### src/rtl/csx_pkg.sv
package csx_pkg;
    typedef enum logic [2:0] {
        ST_IDLE  = 3'd0,
        ST_SETUP = 3'd1,
        ST_T1    = 3'd2,
        ST_T2    = 3'd3,
        ST_HOLD  = 3'd4,
        ST_FIN   = 3'd5
    } seq_state_t;
endpackage

### src/rtl/csx_ctrl_reg.sv
module csx_ctrl_reg #(
    parameter int NAREA = 8,
    localparam int CFG_W = 2 * NAREA
) (
    input  logic             clk,
    input  logic             rst_n,
    input  logic             wr_en,
    input  logic [CFG_W-1:0] wr_val,
    output logic [CFG_W-1:0] cfg_q
);
    always_ff @(posedge clk or negedge rst_n) begin
        if (!rst_n) begin
            cfg_q <= '0;
        end else if (wr_en) begin
            cfg_q <= wr_val;
        end
    end
endmodule

### src/rtl/csx_area_opts.sv
module csx_area_opts #(
    parameter int NAREA  = 8,
    localparam int AREA_W = $clog2(NAREA),
    localparam int CFG_W  = 2 * NAREA
) (
    input  logic [AREA_W-1:0] area,
    input  logic              is_write,
    input  logic [CFG_W-1:0]  cfg,
    input  logic [NAREA-1:0]  brom,
    output logic              lead_en,
    output logic              trail_en
);
    logic lead_bit;
    logic trail_bit;
    logic brom_bit;

    always_comb begin
        lead_bit  = cfg[NAREA + int'(area)];
        trail_bit = cfg[int'(area)];
        brom_bit  = brom[area];
        lead_en   = lead_bit;
        // burst-ROM reads drop the trailing cycle; writes keep it
        trail_en  = trail_bit & ~(brom_bit & ~is_write);
    end
endmodule

### src/rtl/csx_seq_fsm.sv
module csx_seq_fsm
    import csx_pkg::*;
#(
    parameter int NAREA = 8,
    parameter int AW    = 24,
    parameter int DW    = 16,
    localparam int AREA_W = $clog2(NAREA)
) (
    input  logic              clk,
    input  logic              rst_n,
    input  logic              req,
    input  logic              req_we,
    input  logic [AW-1:0]     req_addr,
    input  logic [DW-1:0]     req_wdata,
    input  logic              lead_en,
    input  logic              trail_en,
    input  logic [DW-1:0]     bus_din,
    output logic [DW-1:0]     rdata,
    output logic              done,
    output logic [AW-1:0]     bus_addr,
    output logic [NAREA-1:0]  bus_cs_n,
    output logic              bus_rd_n,
    output logic              bus_wr_n,
    output logic [DW-1:0]     bus_dout,
    output logic              bus_oe
);
    seq_state_t state_q, state_d;

    logic [AW-1:0] addr_q;
    logic [DW-1:0] wdata_q;
    logic          we_q;
    logic          lead_q;
    logic          trail_q;
    logic [DW-1:0] rdata_q;
    logic          accept;
    logic [NAREA-1:0] area_hot;

    assign accept = (state_q == ST_IDLE) && req;

    // state register
    always_ff @(posedge clk or negedge rst_n) begin
        if (!rst_n) begin
            state_q <= ST_IDLE;
        end else begin
            state_q <= state_d;
        end
    end

    // next state
    always_comb begin
        state_d = state_q;
        unique case (state_q)
            ST_IDLE:  if (req) state_d = lead_en ? ST_SETUP : ST_T1;
            ST_SETUP: state_d = ST_T1;
            ST_T1:    state_d = ST_T2;
            ST_T2:    state_d = trail_q ? ST_HOLD : ST_FIN;
            ST_HOLD:  state_d = ST_FIN;
            ST_FIN:   state_d = ST_IDLE;
            default:  state_d = ST_IDLE;
        endcase
    end

    // request capture and read sampling
    always_ff @(posedge clk or negedge rst_n) begin
        if (!rst_n) begin
            addr_q  <= '0;
            wdata_q <= '0;
            we_q    <= 1'b0;
            lead_q  <= 1'b0;
            trail_q <= 1'b0;
            rdata_q <= '0;
        end else begin
            if (accept) begin
                addr_q  <= req_addr;
                wdata_q <= req_wdata;
                we_q    <= req_we;
                lead_q  <= lead_en;
                trail_q <= trail_en;
            end
            if (state_q == ST_T2 && !we_q) begin
                rdata_q <= bus_din;
            end
        end
    end

    for (genvar g = 0; g < NAREA; g++) begin : g_cs
        assign area_hot[g] = (addr_q[AW-1 -: AREA_W] == AREA_W'(g));
    end

    // outputs
    always_comb begin
        bus_addr = '0;
        bus_cs_n = '1;
        bus_rd_n = 1'b1;
        bus_wr_n = 1'b1;
        bus_dout = '0;
        bus_oe   = 1'b0;
        done     = 1'b0;
        unique case (state_q)
            ST_IDLE: ;
            ST_SETUP: begin
                bus_addr = addr_q;
                bus_cs_n = ~area_hot;
            end
            ST_T1, ST_T2: begin
                bus_addr = addr_q;
                bus_cs_n = ~area_hot;
                bus_rd_n = we_q;
                bus_wr_n = ~we_q;
                bus_oe   = we_q;
                bus_dout = we_q ? wdata_q : '0;
            end
            ST_HOLD: begin
                bus_addr = addr_q;
                bus_cs_n = ~area_hot;
                bus_oe   = we_q;
                bus_dout = we_q ? wdata_q : '0;
            end
            ST_FIN: done = 1'b1;
            default: ;
        endcase
    end

    assign rdata = rdata_q;

    logic unused_lead;
    assign unused_lead = lead_q;
endmodule

### src/rtl/csx_bus_seq.sv
module csx_bus_seq #(
    parameter int NAREA = 8,
    parameter int AW    = 24,
    parameter int DW    = 16,
    localparam int AREA_W = $clog2(NAREA),
    localparam int CFG_W  = 2 * NAREA
) (
    input  logic             clk,
    input  logic             rst_n,
    input  logic             cfg_we,
    input  logic [CFG_W-1:0] cfg_wdata,
    output logic [CFG_W-1:0] cfg_rdata,
    input  logic [NAREA-1:0] brom_mode,
    input  logic             req,
    input  logic             req_we,
    input  logic [AW-1:0]    req_addr,
    input  logic [DW-1:0]    req_wdata,
    output logic [DW-1:0]    rsp_rdata,
    output logic             done,
    output logic [AW-1:0]    ext_addr,
    output logic [NAREA-1:0] ext_cs_n,
    output logic             ext_rd_n,
    output logic             ext_wr_n,
    output logic [DW-1:0]    ext_data_out,
    output logic             ext_data_oe,
    input  logic [DW-1:0]    ext_data_in
);
    logic [CFG_W-1:0] cfg_q;
    logic             lead_en;
    logic             trail_en;

    csx_ctrl_reg #(.NAREA(NAREA)) ctrl_i (
        .clk    (clk),
        .rst_n  (rst_n),
        .wr_en  (cfg_we),
        .wr_val (cfg_wdata),
        .cfg_q  (cfg_q)
    );

    csx_area_opts #(.NAREA(NAREA)) opts_i (
        .area     (req_addr[AW-1 -: AREA_W]),
        .is_write (req_we),
        .cfg      (cfg_q),
        .brom     (brom_mode),
        .lead_en  (lead_en),
        .trail_en (trail_en)
    );

    csx_seq_fsm #(.NAREA(NAREA), .AW(AW), .DW(DW)) fsm_i (
        .clk       (clk),
        .rst_n     (rst_n),
        .req       (req),
        .req_we    (req_we),
        .req_addr  (req_addr),
        .req_wdata (req_wdata),
        .lead_en   (lead_en),
        .trail_en  (trail_en),
        .bus_din   (ext_data_in),
        .rdata     (rsp_rdata),
        .done      (done),
        .bus_addr  (ext_addr),
        .bus_cs_n  (ext_cs_n),
        .bus_rd_n  (ext_rd_n),
        .bus_wr_n  (ext_wr_n),
        .bus_dout  (ext_data_out),
        .bus_oe    (ext_data_oe)
    );

    assign cfg_rdata = cfg_q;
endmodule

### config.mk
export PLATFORM = sky130hd
export DESIGN_NAME = csx_bus_seq
export DESIGN_NICKNAME = d
export VERILOG_FILES = /design/src/rtl/csx_pkg.sv /design/src/rtl/csx_ctrl_reg.sv /design/src/rtl/csx_area_opts.sv /design/src/rtl/csx_seq_fsm.sv /design/src/rtl/csx_bus_seq.sv
export SDC_FILE = /design/constraint.sdc
export NUM_CORES = 1
export LEC_CHECK = 0
export ABC_AREA = 1
export BUFFER_PORTS_ARGS = -buffer_cell sky130_fd_sc_hd__buf_4
export CAP_MARGIN = 10
export CORE_ASPECT_RATIO = 1.2
export CORE_MARGIN = 2
export CORE_UTILIZATION = 40
export CTS_CLUSTER_DIAMETER = 40
export DETAILED_ROUTE_END_ITERATION = 16
export PLACE_DENSITY = 0.69
export SLEW_MARGIN = 40
export SYNTH_ARGS = -nofsm -noshare
export SYNTH_HDL_FRONTEND = slang
export SYNTH_HIERARCHICAL = 1
export SYNTH_SLANG_ARGS = --single-unit
### constraint.sdc
create_clock -name clk -period 4.6 [get_ports clk]
set_clock_uncertainty 0.15 [all_clocks]
set_input_delay 0.92 -clock clk [delete_from_list [all_inputs] [get_ports clk]]
set_output_delay 0.92 -clock clk [all_outputs]
set_load 0.005 [all_outputs]
==> impl_metrics.py <==
metrics = {
    "status": {
        "outcome": "completed",
    },
    "synth": {
        "synth.most_common_cell": "nand2_1",
        "synthTopCellsByCount": "nand2_1 (183), inv_1 (100), dfrtp_1 (77), nor2_1 (62), o21ai_1 (26)",
        "synth.distinct_cells": 22,
        "netlist_area_um2": 3820,
        "synth-edff-count": 0,
        "yosys.area.top_type": "dfrtp_1",
        "ys_seq_area_share_pct": 50.5,
        "syn-instance-count": 520,
        "avgSynthCellArea_um2": 7.34,
        "syn_nets": 605,
        "yosys_register_bits": 77,
        "yosysWarnings": 6,
        "yosys-top-cells-area": "dfrtp_1 (50%), nand2_1 (18%), inv_1 (9.8%), nor2_1 (6.1%), o21ai_1 (3.4%)",
        "ys_async_sr_fraction_pct": 100,
        "synthFlopType": "dfrtp_1",
        "synth_top_area_share_pct": 50.5,
    },
    "timing": {
        "fin_ws_ns": 1.69,
        "final.setup.tns_ns": 0,
        "max_freq_mhz": 344,
        "slew_headroom_pct": 53.6,
        "worstMarginPinSlew_ns": 0.695,
        "fin_crit_sh_pct": 63.3,
        "setup_viol": 0,
        "hold_viol_final": 0,
        "fin_crit_ns": 2.91,
        "final_max_slew_viol_count": 0,
        "grt_setup_unrepaired": "false",
    },
    "worst_hold_path": {
        "min-delay-start": "fsm_i/rdata[13]",
        "min_to": "fsm_i/rdata[13]",
        "holdPathStages": 2,
        "hold_path.class": "register to register",
    },
    "die": {
        "die-width_um": 93.2,
        "fp.coreArea_um2": 9420,
        "initial_utilization_pct": 40.5,
        "dieArea_um2": 10300,
        "pin_count": 169,
        "row_count": 39,
        "die_h_um": 111,
    },
    "final_layout": {
        "areaGrowthSynthToFinish_pct": 41.7,
        "diodes": 0,
        "drive_gt1_share_pct": 29.6,
        "num-nets-final": 766,
    },
    "power_and_ir_drop": {
        "p_per_area_nw_per_um2": 580,
        "p_leak_nw": 3.14,
        "max-vdd-ir-drop_v": 0.000280,
    },
    "worst_setup_path": {
        "worst_setup_path_start_kind": "register",
        "worstReg2RegEnd": "fsm_i/addr_q[1]",
        "worstRegToRegCells": 5,
        "cp.arrival_ns": 1.84,
        "crit_family": "simple AND/OR/NAND/NOR gates",
        "cp_max_fo": 24,
        "critical_path_class": "register to output pin",
        "critPathSlowestCell": "nor2_4",
        "r2r_setup_slack_ns": 2.47,
        "crit_required_ns": 3.53,
        "worstReg2RegStart": "fsm_i/state_q[0]",
        "crit_path_max_incr_delay_ns": 0.46,
        "crit_path_end_kind": "output pin",
        "cp_num_buf_inv": 1,
        "crit_chain": "nor2_4 > nor2_1 > nor2_4 > nor2_1 > buf_4",
    },
    "cts": {
        "htree_num_levels": 3,
        "post_cts_resized": 0,
        "cts_tree": "built",
        "hold_buffers": 0,
        "cts_setup_buffers": 0,
        "cts_buffer_depth": 2,
        "cts_made_buffers": 9,
        "cts.sinks": 77,
        "clkTransAtPathRegs_ns": 0.06,
        "ctsRootBufferMaster": "clkbuf_16",
        "clk-insertion-delay-late_ns": 0.33,
    },
    "global_routing": {
        "grtUsageTotal_pct": 18.1,
        "grt_max_degree": 78,
        "first_global_vias": 3413,
        "grt_antenna_before_repair": 0,
        "overflow": 0,
        "grt_pass1_wl_um": 15000,
    },
    "routing": {
        "via_count": 3512,
        "via_per_inst": 4.35,
        "drc_errors": 0,
        "post_drt_wl_per_cell_um": 11.2,
        "ant_nets": 0,
        "firstDrtPassIters": 6,
        "drt_iter0_markers": 139,
        "wirelength_um": 9020,
    },
    "place": {
        "pre_cts_ws_ns": 2.02,
        "dp_hpwl_um": 6600,
        "placement.io_buffers": 168,
        "place.gp.congestion": 0.769,
    },
    "run": {
        "cap_violations": 0,
    },
}
[kinds of logic (layout without fill, tap and decap cells)]
| kind of cell | Yosys count | in the layout | synth area share [%] |
|---|---|---|---|
| and+or+nand+nor | 272 | 272 | 28.8 |
| buffers and inverters | 123 | 288 | 14.3 |
| DFF | 77 | 77 | 50.5 |
| AOI/OAI and AO/OA | 48 | 48 | 6.39 |
[sequential cells by signal (all words and copies together) (netlist names)]
| name | flops |
|---|---|
| fsm_i/rdata | 16 |
| fsm_i/addr_q | 24 |
| fsm_i/trail_q | 1 |
| fsm_i/wdata_q | 16 |
| ctrl_i/cfg_q | 16 |
| fsm_i/we_q | 1 |
| fsm_i/state_q | 3 |
[through the flow]
step | cells | power (W) | hold WS, ns | util [%] | instance area, um2
after floorplan | 520 | 0.00183 | 0.303 | - | 3820
after global placement | 793 | 0.00238 | 0.308 | 54.0 | 5090
after detailed placement | 793 | 0.00243 | 0.312 | 54.1 | 5090
after CTS | 808 | 0.00319 | 0.327 | 57.4 | 5410
after global routing | 808 | 0.00339 | 0.350 | 57.4 | 5410
final | 808 | 0.00314 | 0.320 | 57.4 | 5410
[cells in the final DEF (no fill, tap or decap), drive strengths merged]
cell type / instances
nand3: 12
nor2: 66
nand3b: 1
nand2: 192
clkbuf: 11
clkinvlp: 1
clkinv: 1
buf: 169
bufinv: 2
o21ai: 47
inv: 104
and3: 1
a21oi: 1
dfrtp: 77
[routing by layer]
layer | global-route usage (%) | part of all wire [%] | vias to the layer above | wire [um]
met1 | 21.2 | 42 | 1567 | 3830
met3 | 3.47 | 5.8 | 10 | 522
met4 | 7.35 | 1.6 | 0 | 148
li1 | - | - | 1836 | -
met5 | 0 | 0 | - | 0
met2 | 32.0 | 50 | 99 | 4520
[cell type report]
cell class                 instances  area [um2]
fill                             888        4010
sequential                        77        1930
multi-input combinational        320        1340
timing repair buffer             169        1270
inverter                         104         395
clock buffer                      11         243
tap                              123         154
clock inverter                     4        72.6
[worst max-delay path by stage]
stage,from,endpoint,slack (ns),cells past startpoint
6_report,fsm_i/state_q[0],ext_addr[21],1.69,5
5_1_grt,fsm_i/state_q[0],ext_addr[21],1.54,5
4_1_cts,fsm_i/state_q[0],ext_addr[2],1.66,5
3_5_place_dp,fsm_i/state_q[0],ext_addr[2],2.02,5
3_3_place_gp,fsm_i/state_q[0],ext_addr[1],2.13,5
2_1_floorplan,fsm_i/state_q[0],ext_data_out[0],2.37,6
[tightest hold or removal path: cells and delay by family (launching register included)]
| family | cells | cell delay (ns) |
|---|---|---|
| flops | 1 | 0.34 |
| simple gates | 2 | 0.10 |
[report_power, final]
| group | switching (W) | internal, W | total (W) | leakage [nW] |
|---|---|---|---|---|
| logic | 0.000669 | 0.000605 | 0.00127 | 2.04 |
| clock network | 0.000254 | 0.000486 | 0.000740 | 0.152 |
| registers | 0.000174 | 0.000946 | 0.00112 | 0.954 |
| total | 0.00110 | 0.00204 | 0.00314 | 3.14 |
(Power assumes the default switching activity.)
